**src/rtl/pbus_pkg.sv**
```systemverilog
package pbus_pkg;
    parameter int SELW  = 3;
    parameter int NSTB  = 1 << SELW;
    parameter int PAW   = 6;
    parameter int DW    = 8;
    parameter int NCARD = 7;

    localparam int STB_WR_HI  = 0;
    localparam int STB_WR_DAT = 1;
    localparam int STB_SELECT = 2;
    localparam int STB_WR_IRQ = 3;
    localparam int STB_RD_I2C = 4;
    localparam int STB_RD_IRQ = 5;
    localparam int STB_RD_HI  = 6;
    localparam int STB_RD_DAT = 7;

    typedef struct packed {
        logic [NSTB-1:0] strb_n;
        logic [PAW-1:0]  paddr;
    } dec_regs_t;
endpackage

```
**src/rtl/pbus_strobe_sel.sv**
```systemverilog
module pbus_strobe_sel #(
    parameter int SELW = 3,
    localparam int NSTB = 1 << SELW
) (
    input  logic            en,
    input  logic [SELW-1:0] sel,
    output logic [NSTB-1:0] strb_n
);
    for (genvar i = 0; i < NSTB; i++) begin : g_stb
        assign strb_n[i] = !(en && (sel == SELW'(i)));
    end
endmodule

```
**src/rtl/pbus_vec_bus.sv**
```systemverilog
module pbus_vec_bus #(
    parameter int DW    = 8,
    parameter int NCARD = 7
) (
    input  logic             rd_irq_n,
    input  logic [NCARD-1:0] pend,
    output logic [DW-1:0]    bus
);
    for (genvar i = 0; i < DW; i++) begin : g_line
        if (i < NCARD) begin : g_card
            // card drives 0 only when strobed and pending; else pull-up wins
            assign bus[i] = rd_irq_n | ~pend[i];
        end else begin : g_pullup
            assign bus[i] = 1'b1;
        end
    end

    always_comb begin
        assert_top_bit_R6: assert (bus[DW-1] == 1'b1);
    end
endmodule

```
**src/rtl/pbus_strobe_decode.sv**
```systemverilog
module pbus_strobe_decode
    import pbus_pkg::*;
(
    input  logic             clk,
    input  logic             rst_n,
    input  logic             as_n,
    input  logic             cpu_a19,
    input  logic [SELW-1:0]  cpu_alo,
    input  logic [PAW-1:0]   cpu_amid,
    input  logic [NCARD-1:0] irq_pend,
    output logic [NSTB-1:0]  strb_n,
    output logic [PAW-1:0]   per_addr,
    output logic [DW-1:0]    irq_vec
);
    dec_regs_t       regs_d, regs_q;
    logic            io_cycle;
    logic [NSTB-1:0] strb_dec;

    assign io_cycle = !as_n && cpu_a19;

    pbus_strobe_sel #(.SELW(SELW)) i_sel (
        .en     (io_cycle),
        .sel    (cpu_alo),
        .strb_n (strb_dec)
    );

    always_comb begin
        regs_d        = regs_q;
        regs_d.strb_n = strb_dec;
        regs_d.paddr  = cpu_amid;
    end

    always_ff @(posedge clk) begin
        if (!rst_n) begin
            regs_q.strb_n <= '1;
            regs_q.paddr  <= '0;
        end else begin
            regs_q <= regs_d;
        end
    end

    assign strb_n   = regs_q.strb_n;
    assign per_addr = regs_q.paddr;

    pbus_vec_bus #(.DW(DW), .NCARD(NCARD)) i_vec (
        .rd_irq_n (regs_q.strb_n[STB_RD_IRQ]),
        .pend     (irq_pend),
        .bus      (irq_vec)
    );

    assert_idle_R2: assert property (@(posedge clk) disable iff (!rst_n)
        (as_n || !cpu_a19) |=> (strb_n == '1));

    assert_single_R3: assert property (@(posedge clk) disable iff (!rst_n)
        $onehot0(~strb_n));

    assert_index_R3: assert property (@(posedge clk) disable iff (!rst_n)
        (!as_n && cpu_a19) |=> (strb_n[$past(cpu_alo)] == 1'b0));

    assert_vec_idle_R7: assert property (@(posedge clk) disable iff (!rst_n)
        strb_n[STB_RD_IRQ] |-> (irq_vec == '1));

    assert_fwd_R8: assert property (@(posedge clk) disable iff (!rst_n)
        1'b1 |=> (per_addr == $past(cpu_amid)));
endmodule

```
**config.mk**
```make
export PLATFORM = sky130hd
export DESIGN_NAME = pbus_strobe_decode
export DESIGN_NICKNAME = d
export VERILOG_FILES = /design/src/rtl/pbus_pkg.sv /design/src/rtl/pbus_strobe_sel.sv /design/src/rtl/pbus_vec_bus.sv /design/src/rtl/pbus_strobe_decode.sv
export SDC_FILE = /design/constraint.sdc
export NUM_CORES = 1
export LEC_CHECK = 0
export BUFFER_PORTS_ARGS = -buffer_cell sky130_fd_sc_hd__buf_2
export CAP_MARGIN = 15
export CORE_AREA = 2 2 39 41
export DETAILED_ROUTE_END_ITERATION = 6
export DIE_AREA = 0 0 41 43
export PLACE_DENSITY = 0.78
export SLEW_MARGIN = 20
export SYNTH_ARGS = -nofsm -noshare
export SYNTH_HDL_FRONTEND = slang
export SYNTH_SLANG_ARGS = --single-unit
```
**constraint.sdc**
```tcl
create_clock -name clk -period 1.19 [get_ports clk]
set_clock_uncertainty 0.05 [all_clocks]
set_input_delay 0.0595 -clock clk [delete_from_list [all_inputs] [get_ports clk]]
set_output_delay 0.0595 -clock clk [all_outputs]
set_load 0.05 [all_outputs]
```
== Yosys cells after proc, flatten, opt, wreduce, memory -nomap -nowiden ==
Cells that the tools add are included.

* Logic and storage cells: 42
* Input port bits: 20
* Register bits after elaboration: 14

* Reduce and logical (&&, ||, !) cells: 19
* Equality and inequality tests: 7
* Bitwise gates (word level): 14

{| class="wikitable"
|+ Operators with widths
! operator !! count
|-
| $eq 3x3->1 const B || 4
|-
| $logic_and 1x1->1 || 9
|-
| $logic_not 1->1 || 9
|-
| $not 1->1 || 7
|-
| $or 1x1->1 || 7
|-
| $eq 3x2->1 const B || 2
|-
| $eq 3x1->1 const B || 1
|-
| $logic_not 3->1 || 1
|}

== Logic depth before layout (Yosys ltp) ==
Gate-level depths: netlist (run 1).

* Word-level depth: 4
* Depth in mapped cells: 2
* Depth with buffers taken out: 2

== By module ==
Synthesis (run 1) repeated with hierarchy kept, for this count alone.

* Cells, all modules: 47
* Area total of the unflattened synthesis: 514.2 sq um

{| class="wikitable"
|+ Modules (own cells, without submodules)
! module !! times used !! cells an instance !! area each (sq um) !! sequential area each (sq um)
|-
| pbus_strobe_decode || 1 || 30 || 382.9 || 280.3
|-
| pbus_strobe_sel || 1 || 8 || 76.3 || 0.0
|-
| pbus_vec_bus || 1 || 9 || 55.1 || 0.0
|}

== Least setup slack after synthesis (run 1) ==
OpenSTA, ideal clock, no wires.

* Path kind: reg-to-output
* Start point: register strb_n[5] (netlist name)
* End point: output irq_vec[0]
* Slack: 283 ps
* Buffers on the path: 0
* Cell stages (with the launch flop): 2
* Data arrival time: 797 ps
* Required time: 1081 ps
* Cell sequence: dfxtp_1 nand2b_1

* Longest elaborated chain between the ends: 1

{| class="wikitable"
|+ RTL lines
! element !! RTL line !! source
|-
| $or 1x1->1 || pbus_vec_bus.sv:12 || <nowiki>assign bus[i] = rd_irq_n | ~pend[i];</nowiki>
|-
| end: declaration || pbus_strobe_decode.sv:13 || <nowiki>output logic [DW-1:0] irq_vec</nowiki>
|}

No other way between the ends.

== Final worst setup path (run 1) ==
* Start point: register strb_n[5] (netlist name)
* End point: output irq_vec[4]

* Longest elaborated chain between the ends: 1

{| class="wikitable"
|+ RTL lines
! element !! RTL line
|-
| $or 1x1->1 || pbus_vec_bus.sv:12
|}

No other way between the ends.

==> results of run 1 <==
-- registers in the layout, summed over array words and instances (netlist names) --
register  flops
strb_n        8
per_addr      6
-- how the worst min path moves through the flow --
stage               startpoint  slack, ps          end
floorplan           cpu_alo[2]         70    strb_n[5]
global placement    cpu_alo[2]        230    strb_n[7]
detailed placement  cpu_alo[2]        230    strb_n[7]
CTS                      rst_n         40  per_addr[2]
global route             rst_n         50  per_addr[0]
finish                   rst_n         50  per_addr[1]
-- per-stage QoR --
| step | util | cell area [µm²] |
|---|---|---|
| after floorplan | - | 477 |
| after CTS | 0.577 | 798 |
| final | 0.590 | 817 |
| after global placement | 0.493 | 682 |
| after global routing | 0.590 | 817 |
| after detailed placement | 0.493 | 682 |
-- cells by family after synthesis --
logic type | Yosys count | synth area share
flops | 14 | 0.588
other cells | 1 | 0.00787
simple gates | 26 | 0.373
buf+inv | 2 | 0.0315
-- metal layers --
layer | wire length, µm | up-vias | global-route usage
li1 | - | 232 | -
met1 | 371 | 214 | 0.113
met2 | 667 | 26 | 0.259
met3 | 113 | 0 | 0.0314
met4 | 0 | 0 | 0.100
met5 | 0 | - | 0
-- synth_stat cells (all sizes together) --
cell / count
conb: 1
and4bb: 1
buf: 2
nand2b: 7
nand3: 2
nand2: 6
and2: 6
nor2b: 2
nor2: 1
and4b: 1
dfxtp: 14
-- repair_timing --
action,CTS,global route
setup endpoints to repair,0,7
gates resized for setup,0,8
endpoints found under the hold margin,8,0
buffers inserted,0,0
hold buffers,8,0
-- cell usage in the layout (no fill, tap or decap), drive strengths merged --
master and count:
buf 33, dfxtp 14, clkbuf 11, dlygate4sd3 8, nand2b 7, nand2 6, and2 6, nor2b 2
nand3 2, and4b 1, and4bb 1, nor2 1, conb 1
-- power groups by stage --
stage | combinational [mW] | sequential, mW | clock, mW
floorplan | 0.0371 | 0.543 | 0
global placement | 0.133 | 0.495 | 0
detailed placement | 0.136 | 0.495 | 0
CTS | 0.156 | 0.484 | 0.337
global route | 0.167 | 0.486 | 0.364
finish | 0.157 | 0.485 | 0.327
-- final cells by class --
type / count / area, µm² / share of cell area
tap: 16 / 20.0 / 0.0245
clock buffer: 4 / 36.3 / 0.0444
multi-input combinational: 27 / 181 / 0.222
sequential: 14 / 282 / 0.345
timing repair buffer: 48 / 298 / 0.364
==> reports/metrics.csv, run 1 <==
stage;metric;value;unit
critical_path;CP required;1080;ps
synthesis;#FFs+latches synth;14;
timing;RSZ-0062 raised after global routing;no;
timing;Setup Viol. Count Final;0;
clock_network;CTS buffer count;3;
synthesis;sequential area share after synthesis;0.588;
timing;post-layout minimum cycle time;1110;ps
run;max-cap viol count;0;
critical_path;slowest library cell on the worst path;dfxtp_2;
hold_path;Hold Crit Depth;2;
routing;final wirelength;1150;µm
power_and_ir_drop;Pleak;0.369;nW
synthesis;Synth area leader;dfxtp_1;
timing;Post-Route Setup TNS;0;ps
placement;DP Wirelength;803;µm
clock_network;H-tree depth;1;
critical_path;max incr delay on CP;370;ps
critical_path;Worst path depth;2;
synthesis;Mapped Cells;43;
placement;placed insts;97;
synthesis;Net Count, Synth;63;
routing;Iter 0 DRT Violations;9;
critical_path;worst-path cell chain;nand2b_1 -> clkbuf_4;
synthesis;Netlist cell types;11;
die;area of the core;0.00138;mm²
power_and_ir_drop;Power Total;0.969;mW
die;site row count;14;
global_routing;largest net degree at the start of global routing;9;
placement;number of I/O port buffers;40;
critical_path;CP max FO;8;
final_layout;area grow syn2layout;71.4;%
synthesis;Area contributors post-synth;dfxtp_1 (59%), and2_2 (9.4%), nand2b_1 (9.2%);
placement;GPL Wtd Cong;0.667;
power_and_ir_drop;Reg power frac;0.500;
critical_path;Setup crit end kind;output pin;
global_routing;GR Overflow Total;0;
final_layout;diode count;0;
critical_path;Crit Path Category;register to output pin;
routing;Via density;4.33;
power_and_ir_drop;maximum vdd drop;0.594;mV
timing;Tcrit/Tclk final;0.930;
final_layout;Final nets;114;
clock_network;# clock sinks;14;
final_layout;non-filler cells in the finished layout;109;
clock_network;CTS tree;built;
status;outcome;completed;
die;die height;43;µm
timing;Hold WS;50.4;ps
critical_path;crit start category;register;
routing;average routed wire per standard cell;10.6;µm
clock_network;clock-pin slew on the worst setup and hold paths;80;ps
power_and_ir_drop;Comb pwr share;0.162;
final_layout;filler cell count;126;
critical_path;crit-path leading delay family;flip-flops;
die;chip width;41;µm
die;die area;0.00176;mm²
timing;Final WS setup;83.8;ps
critical_path;CP endpoint;irq_vec[4];
synthesis;Syn Area/Cell;11.1;µm²
power_and_ir_drop;Sw Pwr;0.237;mW
routing;DR DRC count;0;
global_routing;vias in the first global route;426;
synthesis;synthesized cell area;477;µm²
timing;Fmax achieved;904;MHz
routing;Routed Antenna Nets;0;
critical_path;CP startpoint;strb_n[5];
power_and_ir_drop;Power Density;1190;mW/mm²
power_and_ir_drop;clock share of power;0.338;
clock_network;root buf cell;clkbuf_4;
placement;worst slack, placed;318;ps
global_routing;antenna violations before repair;0;
synthesis;YS warnings;0;
power_and_ir_drop;P_int;0.732;mW
die;I/O pins;42;
critical_path;WP buf/inv;1;
timing;final hold violation count;0;
final_layout;layout cell share with drive strength beyond 1;0.591;
critical_path;CP arrival;1000;ps
timing;Slew Limit Fails;0;
clock_network;clock tree buffer depth;2;
die;initial core utilization;0.344;
synthesis;share of the synthesized area in the top cell type;0.588;
global_routing;first-pass GRT wire length;1580;µm
routing;via count;472;
hold_path;Hold Path Class;primary input to register;
power_and_ir_drop;Sw Ratio;0.245;
routing;first-pass detailed-route iteration total;4;
global_routing;GRT Total Usage;0.140;
No activity file was read; power rests on OpenSTA's default activity.
==> run 2, diff against run 1 <==
ABC_CLOCK_PERIOD_IN_PS = 1190   (was not set)
BUFFER_PORTS_ARGS = not set   (was -buffer_cell sky130_fd_sc_hd__buf_2)
DONT_BUFFER_PORTS = 1   (was not set)
PLACE_DENSITY = 0.51   (was 0.78)
SLEW_MARGIN = 15   (was 20)
==> reports/metrics.csv, run 2 (same netlist as run 1, synthesis figures left out) <==
stage;metric;value;unit;change
status;outcome;completed;;
critical_path;CP max FO;8;;unchanged
die;die area;0.00176;mm²;unchanged
final_layout;max reg flops;8;;unchanged
power_and_ir_drop;Power Density;1180;mW/mm²;-0.35%
final_layout;non-filler cells in the finished layout;81;;-26%
routing;via count;353;;-25%
routing;final wirelength;987;µm;-14%
clock_network;clock tree buffer depth;2;;unchanged
final_layout;Final nets;86;;-25%
final_layout;most frequent cells in the layout;dfxtp_1 (13), dlygate4sd3_1 (12), nand2b_1 (7), buf_12 (7);;
routing;average routed wire per standard cell;12.2;µm;+15%
clock_network;postcts setup bufs;0;;unchanged
placement;DP Wirelength;801;µm;-0.24%
timing;Final WS setup;130;ps;+46.3 ps
timing;Tcrit/Tclk final;0.891;;-0.0389
hold_path;Endpoint, Worst Hold;strb_n[6];;
final_layout;Largest Register;strb_n;;
timing;post-layout minimum cycle time;1060;ps;-46.3 ps
power_and_ir_drop;clock share of power;0.341;;+0.003
final_layout;diode count;0;;unchanged
critical_path;worst-path cell chain;nand2b_1 -> buf_12;;
placement;placed insts;65;;-33%
routing;first-pass detailed-route iteration total;1;;-3
global_routing;GR Overflow Total;0;;unchanged
final_layout;layout cell share with drive strength beyond 1;0.354;;-0.238
critical_path;crit start category;register;;
critical_path;Crit Path Category;register to output pin;;
die;chip width;41;µm;unchanged
global_routing;largest net degree at the start of global routing;9;;unchanged
run;max-cap viol count;0;;unchanged
critical_path;Setup crit end kind;output pin;;
routing;Iter 0 DRT Violations;0;;-9
critical_path;CP required;1080;ps;about the same
power_and_ir_drop;Comb pwr share;0.086;;-0.076
placement;number of I/O port buffers;0;;-100%
critical_path;max incr delay on CP;350;ps;-20 ps
die;initial core utilization;0.344;;unchanged
clock_network;clock-pin slew on the worst setup and hold paths;80;ps;about the same
global_routing;vias in the first global route;362;;-15%
timing;Fmax achieved;944;MHz;+4.4%
die;I/O pins;42;;unchanged
power_and_ir_drop;P_int;0.714;mW;-2.4%
placement;GPL Wtd Cong;0.584;;-12%
global_routing;antenna violations before repair;0;;unchanged
placement;worst slack, placed;362;ps;+44.1 ps
power_and_ir_drop;Sw Ratio;0.232;;-0.0125
hold_path;Hold Path Class;primary input to register;;
clock_network;CTS tree;built;;
die;area of the core;0.00138;mm²;unchanged
power_and_ir_drop;maximum vdd drop;0.793;mV;+33%
power_and_ir_drop;Reg power frac;0.573;;+0.073
clock_network;root buf cell;clkbuf_4;;
global_routing;first-pass GRT wire length;1500;µm;-5.3%
critical_path;CP arrival;950;ps;-50 ps
hold_path;hold_sp;as_n;;
power_and_ir_drop;Sw Pwr;0.216;mW;-8.9%
final_layout;most common cell after layout, fill and taps aside;dfxtp_1;;
global_routing;GRT Total Usage;0.128;;-0.0119
timing;Post-Route Setup TNS;0;ps;unchanged
die;die height;43;µm;unchanged
clock_network;# clock sinks;14;;unchanged
routing;DR DRC count;0;;unchanged
hold_path;Hold Crit Depth;2;;unchanged
routing;Via density;4.36;;+0.64%
timing;Setup Viol. Count Final;0;;unchanged
die;site row count;14;;unchanged
clock_network;H-tree depth;1;;unchanged
power_and_ir_drop;Pleak;0.312;nW;-15%
timing;final hold violation count;0;;unchanged
final_layout;area grow syn2layout;65.1;%;
routing;Routed Antenna Nets;0;;unchanged
clock_network;CTS buffer count;3;;unchanged
timing;RSZ-0062 raised after global routing;no;;
timing;Slew Limit Fails;0;;unchanged
critical_path;slowest library cell on the worst path;dfxtp_2;;
-- run 2: cell count changes in the layout (fill, tap and decap cells not counted) --
cell,before,now
buf_12,0,7
buf_2,33,0
buf_4,0,1
clkbuf_4,10,3
dlygate4sd3_1,8,12
-- run 2: power by group through the flow --
| stage | registers [mW] | logic [mW] | clock network [mW] |
|---|---|---|---|
| floorplan | 0.543 | 0.0371 | 0 |
| global placement | 0.544 | 0.0422 | 0 |
| detailed placement | 0.545 | 0.0431 | 0 |
| CTS | 0.534 | 0.0811 | 0.338 |
| global route | 0.535 | 0.0866 | 0.357 |
| finish | 0.533 | 0.0799 | 0.317 |
-- run 2: layer usage --
metal  share of wire  wire, µm  GRT usage  vias to the layer above
li1                -         -          -                      176
met1            0.32       320     0.0942                      157
met2            0.60       589      0.247                       20
met3           0.078        77     0.0681                        0
met4               0         0     0.0400                        0
met5               0         0          0                        -
-- run 2: worst max path at each step --
stage,start,endpoint,slack (ps)
floorplan,strb_n[5],irq_vec[0],280
global placement,strb_n[5],irq_vec[0],390
detailed placement,strb_n[5],irq_vec[3],360
CTS,strb_n[5],irq_vec[3],60
global route,strb_n[5],irq_vec[1],60
finish,strb_n[5],irq_vec[0],130
-- run 2: stage by stage --
step                instance area (µm²)   util  power (mW)  hold slack (ps)
finish                              787  0.569       0.930             19.5
detailed placement                  629  0.455       0.588             73.2
CTS                                 786  0.568       0.953             2.64
floorplan                           477      -       0.580             69.7
global placement                    629  0.455       0.587             74.3
global route                        787  0.569       0.979             3.96
-- run 2: area by class of cell --
type,count,area [µm²]
fillers,112,597
well taps,16,20.0
flip-flops and latches,14,282
repair buffers,20,268
multi-input cells,27,181
clock buffers,4,36.3
-- run 2: worst max-delay path, delay by kind of cell, from the launching register on --
kind,cells,cell delay (ps)
buffers and inverters,1,160
flip-flops,1,350
AND/OR/NAND/NOR,1,180
-- run 2: repair_timing --
item,4_1_cts,5_1_grt
hold buffers,12,0
resized for setup,0,1
endpoints found under the setup margin,0,6
endpoints found under the hold margin,14,0
